File: src/rtl/tss_pkg.sv
package tss_pkg;

   typedef enum logic [1:0] {
      LK_OPEN  = 2'd0,
      LK_MISC  = 2'd1,
      LK_TBL_A = 2'd2,
      LK_ALL   = 2'd3
   } lock_e;

   // select register bit positions: decoded by the register bank
   function automatic int idx_sel_bit(input int ch);
      return 4 + 2 * ch;
   endfunction

   function automatic int ovr_sel_bit(input int ch);
      return 5 + 2 * ch;
   endfunction

   // channel ch is locked once the level reaches ch + 2
   function automatic logic tbl_locked(input lock_e lv, input int ch);
      return (int'(lv) >= ch + 2);
   endfunction

endpackage

File: src/rtl/tss_addr_gen.sv
module tss_addr_gen #(
   parameter int MEAS_W = 8,
   parameter int ROW_W  = 6,
   parameter int ADDR_W = 9,
   parameter logic [ADDR_W-1:0] BASE = '0
) (
   input  logic [MEAS_W-1:0] meas,
   input  logic [ROW_W-1:0]  idx,
   input  logic              use_idx,
   output logic [ROW_W-1:0]  row,
   output logic [ADDR_W-1:0] addr
);

   localparam int LSB_W = MEAS_W - ROW_W;

   if (ROW_W > MEAS_W) begin : g_bad_row
      $error("ROW_W must not exceed MEAS_W");
   end

   logic [ROW_W-1:0] meas_row;
   assign meas_row = meas[MEAS_W-1 -: ROW_W];

   if (LSB_W > 0) begin : g_lsb
      logic unused_meas_lsb;
      assign unused_meas_lsb = ^meas[LSB_W-1:0];
   end

   always_comb begin
      row  = use_idx ? idx : meas_row;
      addr = BASE + ADDR_W'(row);
   end

endmodule

File: src/rtl/tss_table.sv
module tss_table #(
   parameter int ROW_W  = 6,
   parameter int DATA_W = 8
) (
   input  logic              clk,
   input  logic              rst_n,
   input  logic              wr_req,
   input  logic              wr_allow,
   input  logic [ROW_W-1:0]  wr_row,
   input  logic [DATA_W-1:0] wr_data,
   input  logic [ROW_W-1:0]  rd_row,
   output logic [DATA_W-1:0] rd_data
);

   localparam int DEPTH = 1 << ROW_W;

   if (DEPTH * DATA_W > 8192) begin : g_bad_size
      $error("table too large for flop storage");
   end

   logic [DATA_W-1:0] mem [DEPTH];

   always_ff @(posedge clk or negedge rst_n) begin
      if (!rst_n) begin
         for (int r = 0; r < DEPTH; r++) mem[r] <= '0;
      end else if (wr_req && wr_allow) begin
         mem[wr_row] <= wr_data;
      end
   end

   assign rd_data = mem[rd_row];

   AST_LOCK_HOLD: assert property (@(posedge clk) disable iff (!rst_n)
      (wr_req && !wr_allow) |=> (mem[$past(wr_row)] == $past(mem[wr_row])))
      else $error("blocked write changed a row");

   AST_WRITE_LANDS: assert property (@(posedge clk) disable iff (!rst_n)
      (wr_req && wr_allow) |=> (mem[$past(wr_row)] == $past(wr_data)))
      else $error("allowed write not stored");

endmodule

File: src/rtl/tbl_src_sel.sv
module tbl_src_sel #(
   parameter int MEAS_W = 8,
   parameter int ROW_W  = 6,
   parameter int CODE_W = 8,
   parameter int ADDR_W = 9,
   parameter logic [ADDR_W-1:0] BASE_A = 9'h090,
   parameter logic [ADDR_W-1:0] BASE_B = 9'h0D0
) (
   input  logic              clk,
   input  logic              rst_n,
   input  logic [MEAS_W-1:0] meas,
   input  logic [7:0]        sel,
   input  logic [ROW_W-1:0]  idx_a,
   input  logic [ROW_W-1:0]  idx_b,
   input  logic [CODE_W-1:0] ovr_a,
   input  logic [CODE_W-1:0] ovr_b,
   input  logic [1:0]        lock_lvl,
   input  logic              wr_en,
   input  logic [ADDR_W-1:0] wr_addr,
   input  logic [CODE_W-1:0] wr_data,
   output logic [CODE_W-1:0] code_a,
   output logic [CODE_W-1:0] code_b,
   output logic [ADDR_W-1:0] taddr_a,
   output logic [ADDR_W-1:0] taddr_b
);
   import tss_pkg::*;

   localparam int NCH   = 2;
   localparam int DEPTH = 1 << ROW_W;

   if (int'(BASE_A) + DEPTH > (1 << ADDR_W) || int'(BASE_B) + DEPTH > (1 << ADDR_W)) begin : g_bad_base
      $error("table window exceeds address space");
   end
   if (int'(BASE_A) < int'(BASE_B) + DEPTH && int'(BASE_B) < int'(BASE_A) + DEPTH) begin : g_bad_overlap
      $error("table windows overlap");
   end

   logic unused_sel_lo;
   assign unused_sel_lo = ^sel[3:0];

   lock_e lock_q;
   assign lock_q = lock_e'(lock_lvl);

   logic [ROW_W-1:0]  idx_arr   [NCH];
   logic [CODE_W-1:0] ovr_arr   [NCH];
   logic [CODE_W-1:0] code_q    [NCH];
   logic [ADDR_W-1:0] taddr_q   [NCH];

   assign idx_arr[0] = idx_a;
   assign idx_arr[1] = idx_b;
   assign ovr_arr[0] = ovr_a;
   assign ovr_arr[1] = ovr_b;

   for (genvar c = 0; c < NCH; c++) begin : g_ch
      localparam logic [ADDR_W-1:0] BASE = (c == 0) ? BASE_A : BASE_B;
      localparam int IDX_BIT = idx_sel_bit(c);
      localparam int OVR_BIT = ovr_sel_bit(c);

      logic              use_idx, use_ovr;
      logic [ROW_W-1:0]  row;
      logic [ADDR_W-1:0] addr;
      logic [ADDR_W-1:0] wr_off;
      logic              wr_hit;
      logic [CODE_W-1:0] row_data;

      assign use_idx = sel[IDX_BIT];
      assign use_ovr = sel[OVR_BIT];
      assign wr_off  = wr_addr - BASE;
      assign wr_hit  = wr_en && (wr_off < ADDR_W'(DEPTH));

      tss_addr_gen #(
         .MEAS_W (MEAS_W),
         .ROW_W  (ROW_W),
         .ADDR_W (ADDR_W),
         .BASE   (BASE)
      ) u_addr (
         .meas    (meas),
         .idx     (idx_arr[c]),
         .use_idx (use_idx),
         .row     (row),
         .addr    (addr)
      );

      tss_table #(
         .ROW_W  (ROW_W),
         .DATA_W (CODE_W)
      ) u_tbl (
         .clk      (clk),
         .rst_n    (rst_n),
         .wr_req   (wr_hit),
         .wr_allow (!tbl_locked(lock_q, c)),
         .wr_row   (wr_off[ROW_W-1:0]),
         .wr_data  (wr_data),
         .rd_row   (row),
         .rd_data  (row_data)
      );

      always_ff @(posedge clk or negedge rst_n) begin
         if (!rst_n) begin
            code_q[c]  <= '0;
            taddr_q[c] <= BASE;
         end else begin
            code_q[c]  <= use_ovr ? ovr_arr[c] : row_data;
            taddr_q[c] <= addr;
         end
      end

      AST_ROW_MEAS: assert property (@(posedge clk) disable iff (!rst_n)
         ($past(rst_n) && !$past(sel[IDX_BIT]))
         |-> (taddr_q[c] == BASE + ADDR_W'($past(meas[MEAS_W-1 -: ROW_W]))))
         else $error("row not taken from measurement");

      AST_ROW_IDX: assert property (@(posedge clk) disable iff (!rst_n)
         ($past(rst_n) && $past(sel[IDX_BIT]))
         |-> (taddr_q[c] == BASE + ADDR_W'($past(idx_arr[c]))))
         else $error("row not taken from index");

      AST_ADDR_WINDOW: assert property (@(posedge clk) disable iff (!rst_n)
         (ADDR_W'(taddr_q[c] - BASE) < ADDR_W'(DEPTH)))
         else $error("address outside table window");

      AST_OVR_PASS: assert property (@(posedge clk) disable iff (!rst_n)
         ($past(rst_n) && $past(sel[OVR_BIT])) |-> (code_q[c] == $past(ovr_arr[c])))
         else $error("override not passed");
   end

   assign code_a  = code_q[0];
   assign code_b  = code_q[1];
   assign taddr_a = taddr_q[0];
   assign taddr_b = taddr_q[1];

endmodule

File: config.mk
export PLATFORM = sky130hd
export DESIGN_NAME = tbl_src_sel
export DESIGN_NICKNAME = d
export VERILOG_FILES = /design/src/rtl/tss_pkg.sv /design/src/rtl/tss_addr_gen.sv /design/src/rtl/tss_table.sv /design/src/rtl/tbl_src_sel.sv
export SDC_FILE = /design/constraint.sdc
export NUM_CORES = 2
export LEC_CHECK = 0
export ABC_AREA = 1
export BUFFER_PORTS_ARGS = -buffer_cell sky130_fd_sc_hd__clkbuf_2
export CAP_MARGIN = 20
export CORE_AREA = 3 3 291 293
export CTS_CLUSTER_SIZE = 30
export DETAILED_ROUTE_END_ITERATION = 16
export DIE_AREA = 0 0 294 296
export PLACE_DENSITY = 0.77
export SLEW_MARGIN = 20
export SYNTH_ARGS = -nofsm -noshare
export SYNTH_HDL_FRONTEND = slang
export SYNTH_SLANG_ARGS = --single-unit
File: constraint.sdc
create_clock -name clk -period 1.3 [get_ports clk]
set_clock_uncertainty 0.05 [all_clocks]
set_input_delay 0.065 -clock clk [delete_from_list [all_inputs] [get_ports clk]]
set_output_delay 0.065 -clock clk [all_outputs]
set_load 0.02 [all_outputs]
### Yosys cells after proc, flatten, opt, wreduce, memory -nomap -nowiden

Index checks and enable logic that the tools add are counted.

| storage, ports and cells | value |
|---|---|
| flip-flop bits (word level) | 1,058 |
| bits of input ports | 66 |
| logic and storage cells | 174 |

| operators by class | value |
|---|---|
| $add $sub $neg | 4 |
| magnitude comparators | 10 |
| muxes and demuxes | 16 |
| bitwise logic cells | 4 |
| reductions and logical operators | 8 |

Operators by type and width:

| operator | number |
|---|---|
| 512-bit bitwise mux | 2 |
| 8-bit binary-select mux with 6-bit select | 2 |
| 8-bit demux with 6-bit select | 2 |
| 8-bit 2-to-1 mux | 8 |
| 7-bit greater-or-equal comparator, second input constant | 4 |
| 6-bit inverter with 7-bit output | 4 |
| 8-bit by 6-bit adder with 9-bit output, first input constant | 2 |
| 9-bit by 7-bit less-than comparator with 1-bit output, second input constant | 2 |
| 9-bit by 8-bit subtractor with 9-bit output, second input constant | 2 |
| 7-bit by 1-bit less-than comparator with 1-bit output, second input constant | 2 |
| 6-bit 2-to-1 mux | 2 |
| 1-bit logical AND | 6 |
| 2-bit greater-or-equal comparator, second input constant | 2 |
| 1-bit logical NOT | 2 |

### Logic depth before layout (Yosys ltp)

| logic depth | value |
|---|---|
| depth after elaboration | 7 |
| gate-level depth with buffers | 14 |

### Modules after synthesis

From an unflattened synthesis, not the netlist that was laid out.

| unflattened totals | value |
|---|---|
| cells, all modules | 6,037 |
| area total of the unflattened synthesis | 48,066.1 um^2 |

Modules (own cells, without submodules):

| module | times used | cells each | area an instance (um^2) | seq. area each (um^2) |
|---|---|---|---|---|
| tss_table | 2 | 2,940 | 23,258.6 | 12,812.3 |
| tbl_src_sel | 1 | 90 | 1,214.9 | 857.1 |
| tss_addr_gen at g_ch[1].u_addr | 1 | 33 | 167.7 | 0.0 |
| tss_addr_gen at g_ch[0].u_addr | 1 | 34 | 166.4 | 0.0 |

### Worst setup path before layout

Ideal clock, no wire load.

| path | value |
|---|---|
| path type | input-to-reg |
| start point | input port sel[4] |
| end point | register code_q (netlist bit code_a[0]) |
| library setup time | 0.117 ns |
| arrival | 1.518 ns |
| required time | 1.133 ns |
| setup slack | -0.385 ns |
| stages on the path | 14 |
| buffers on the path | 3 |
| cells stage by stage | buf_4 -> nand2_1 -> nand2_1 -> buf_2 -> buf_1 -> nand2_1 -> nand3_1 -> nand3_1 -> nand3_1 -> nand3_1 -> nand3_1 -> nand2_1 -> nand2_1 -> nand2_1 |

| between the ends | value |
|---|---|
| word-level cells in the longest chain between the ends | 6 |

RTL lines:

| what | RTL line | text |
|---|---|---|
| start: declaration | tbl_src_sel.sv:12 | `input logic [7:0] sel,` |
| 6-bit 2-to-1 mux | tss_addr_gen.sv:29 | `row = use_idx ? idx : meas_row;` |
| 6-bit inverter with 7-bit output (implied by the code) | tss_table.sv:31 | `assign rd_data = mem[rd_row];` |
| 8-bit binary-select mux with 6-bit select | tss_table.sv:31 |  |
| 8-bit 2-to-1 mux (implied by the code) (2 in a row) | tss_table.sv:31 |  |
| 8-bit 2-to-1 mux | tbl_src_sel.sv:103 | `code_q[c] <= use_ovr ? ovr_arr[c] : row_data;` |
| end signal: indexed assignment | tbl_src_sel.sv:103 |  |
| end: declaration | tbl_src_sel.sv:46 | `logic [CODE_W-1:0] code_q [NCH];` |

Every way passes these cells. The select of a mux whose other input is x is not followed.
A chain may end at the register's enable or synchronous reset.

### Worst setup path in the final report

| path | value |
|---|---|
| start point | register g_ch[1].u_tbl.mem[153] (netlist bit) |
| end point | register code_q (netlist bit code_b[1]) |

| between the ends | value |
|---|---|
| word-level cells in the longest chain between the ends | 4 |

RTL lines:

| what | RTL line | text |
|---|---|---|
| start: declaration | tss_table.sv:21 | `logic [DATA_W-1:0] mem [DEPTH];` |
| start signal: indexed assignment | tss_table.sv:27 | `mem[wr_row] <= wr_data;` |
| 8-bit binary-select mux with 6-bit select | tss_table.sv:31 |  |
| 8-bit 2-to-1 mux (implied by the code) (2 in a row) | tss_table.sv:31 |  |
| 8-bit 2-to-1 mux | tbl_src_sel.sv:103 |  |

Every way passes these cells. The select of a mux whose other input is x is not followed.

==> metrics.csv <==
metric;value;unit
MaxCap Viol Count;0;
cell area after synthesis;0.0516;mm^2
TritonCTS Sinks;1055;
RR Startpoint;g_ch[1].u_tbl.mem[153];
Port-buffer cells;91;
Antenna Violating Nets Remaining;0;
share of layout cells above drive strength 1;0.206;
worst hold stages;4;
std cell rows;105;
R2R Setup Slk;-180;ps
die area;0.0870;mm^2
crit-path max cell delay;450;ps
Pleak;31.2;nW
via count;50200;
CP required;1810;ps
Final setup viols;127;
crit path buf inv count;1;
via/cell ratio;5.98;
placed inst area;0.0578;mm^2
Final Hold Fails;1;
final instance area;0.0670;mm^2
Clock Tree Root;clkbuf_16;
f_max;675;MHz
total congestion overflow;0;
post-synth top area cell;dfrtp_1;
Top delay family on crit path;simple AND/OR/NAND/NOR gates;
commonest non-fill, non-tap cell in the layout;nand2_1;
Num CTS Buffers;110;
Worst Setup Start Kind;flip-flop;
critical path depth;10;
critical path peak fanout;2;
most frequent cells in the layout;2010 x nand2_1, 1052 x dfrtp_1, 949 x o21ai_0, 904 x inv_1, 635 x nand3_1;
Final #Nets;7290;
Hold Startpoint;sel[6];
Seq/Total Area, Yosys;0.511;
Tightest Hold Check Type;in2reg;
max-slew violations;0;
Min Hold Slack;-8.03;ps
status;finished with violations;
top cells by area, synth;dfrtp_1 51%, nand2_1 16%, nand3_1 11%;
reg2reg end;code_b[1];
Power Density;1180;mW/mm^2
endpoint class of the critical path;flip-flop;
CTS tree;done;
Clock Pin Slew Worst Setup and Hold Paths;70;ps
worst-margin pin slew;785;ps
Routability Congestion;0.928;
worst-case clock buffer depth;3;
area delta synth->final;29.8;%
Yosys top cell area share;0.510;
Post-Layout Cell Count;8383;
Max VDD drop;0.00111;V
drt wl/cell;20.9;um
first-pass GRT wire length;257000;um
die height;296;um
library cells used by synthesis;23;
largest net degree at the start of global routing;68;
filler instances;4838;
Syn Area/Cell;7.50;um^2
syn_nets;6955;
# placed instances;8037;
Worst EP arrival;1990;ps
fin crit share;1.14;
Final min period;1480;ps
Setup WS post-layout;-182;ps
final WL;176000;um
length in cells of the worst reg-to-reg path;10;
RSZ-0062 raised after global routing;yes;
H-tree levels;3;
worst path cell trace;inv_1 > nand3_1 > nand3_1 > nand3_1 > nand3_2 > nand3_4 > nand3_2 > nand2_2 > nand2_1 > nand2_1;
GRT Total Usage;0.373;
Ports;100;
chip width;294;um
Hold EP;taddr_b[4];
1st-iter DRT viols;6437;
starting density of the core;0.629;
synthesized flop and latch total;1055;
WS Path Type;reg2reg;
DRC;0;
failing checks;hold timing, setup timing;
DR pass1 iterations;10;
vias in the first global route;46600;
core area;0.0821;mm^2
CP dominant cell by count;nand3_1;
cell count after synthesis;6887;
relative slew slack;0.475;
worst-skew pair later-pin latency;690;ps
DP HPWL;104000;um
initial antenna violation count;5;
Slowest cell on crit path;dfrtp_1;
Synth Warn #;0;
==> worst register-to-register path, stage by stage (launching register included) <==
cell and delay (ps):
dfrtp_1 450, inv_1 100, nand3_1 80, nand3_1 90
nand3_1 90, nand3_2 110, nand3_4 100, nand3_2 110
nand2_2 60, nand2_1 50, nand2_1 60
==> power breakdown <==
group / leakage, nW / internal, mW / switching [mW]
Sequential: 14.6 / 33.6 / 0.457
Combinational: 14.8 / 4.34 / 7.73
Clock: 1.85 / 19.4 / 13.5
Total: 31.2 / 57.3 / 21.7
==> cells in the mapped netlist <==
cell / instances
o21ai_2: 2
nand3b_1: 64
nand4_1: 1
buf_4: 7
conb_1: 2
nor2_1: 72
a21oi_4: 1
ha_1: 2
buf_2: 134
dfrtp_1: 1052
o31ai_1: 1
buf_6: 24
inv_1: 927
dfstp_2: 3
clkbuf_1: 286
clkinv_1: 4
nand2_1: 2148
buf_1: 30
o21ai_1: 4
or2_2: 6
o21ai_0: 1028
nand3_1: 1087
inv_2: 2
==> worst max path at each step <==
stage | endpoint | from | slack, ps
global placement | code_a[4] | meas[3] | -910
floorplan | g_ch[1].u_tbl.mem[133] | wr_addr[5] | -250
detailed placement | code_a[3] | meas[3] | -930
CTS | taddr_b[6] | taddr_b[7] | -180
finish | code_b[1] | g_ch[1].u_tbl.mem[153] | -180
global route | g_ch[1].u_tbl.mem[144] | wr_addr[4] | -270
==> registers in the layout, summed over array words and instances (netlist names) <==
signal and cells:
g_ch.u_tbl.mem 1024, taddr_a 7, taddr_b 8, code_a 8
code_b 8
==> stage by stage <==
stage | hold WS [ps] | power [mW] | util | worst slack (ps) | TNS (ps)
CTS | -4.50 | 77.6 | 0.775 | -175 | -2850
global placement | -111 | 44.2 | 0.703 | -905 | -354930
global route | 9.78 | 81.3 | 0.816 | -266 | -37920
floorplan | -281 | 40.1 | - | -251 | -156580
finish | -8.03 | 79.0 | 0.816 | -182 | -5150
detailed placement | -113 | 44.3 | 0.703 | -925 | -393630
==> cell families after synthesis <==
logic type | after synthesis | share of synthesized area
AND/OR/NAND/NOR | 3378 | 0.277
buffers and inverters | 1414 | 0.110
flip-flops | 1055 | 0.511
AO/OA/AOI/OAI | 1036 | 0.101
adder cells (fa/ha/maj) | 2 | 0.000485
other | 2 | 0.000145
==> area by class of cell <==
type                       count  area (um^2)  share of cell area
antenna                        4         10.0            0.000149
clock buffer                 168         3350              0.0499
clock inverter                31          409             0.00610
inverter                     933         3530              0.0527
multi-input combinational   4424        23600               0.352
sequential                  1055        26400               0.394
tap                         1070         1340              0.0200
timing repair buffer         698         8400               0.125
==> routing by layer <==
metal,GRT usage,share of wire
met2,0.581,0.46
met4,0.169,0.052
met1,0.517,0.37
met3,0.0675,0.12
met5,0,0.00013
==> what timing repair did <==
action,CTS,global route
pin swaps,143,118
resized for setup,296,651
hold endpoints to repair,2043,2
buffers inserted,11,51
setup endpoints to repair,47,381
gates cloned,0,31
hold buffers,49,1
Power figures use the tool's default switching activity.
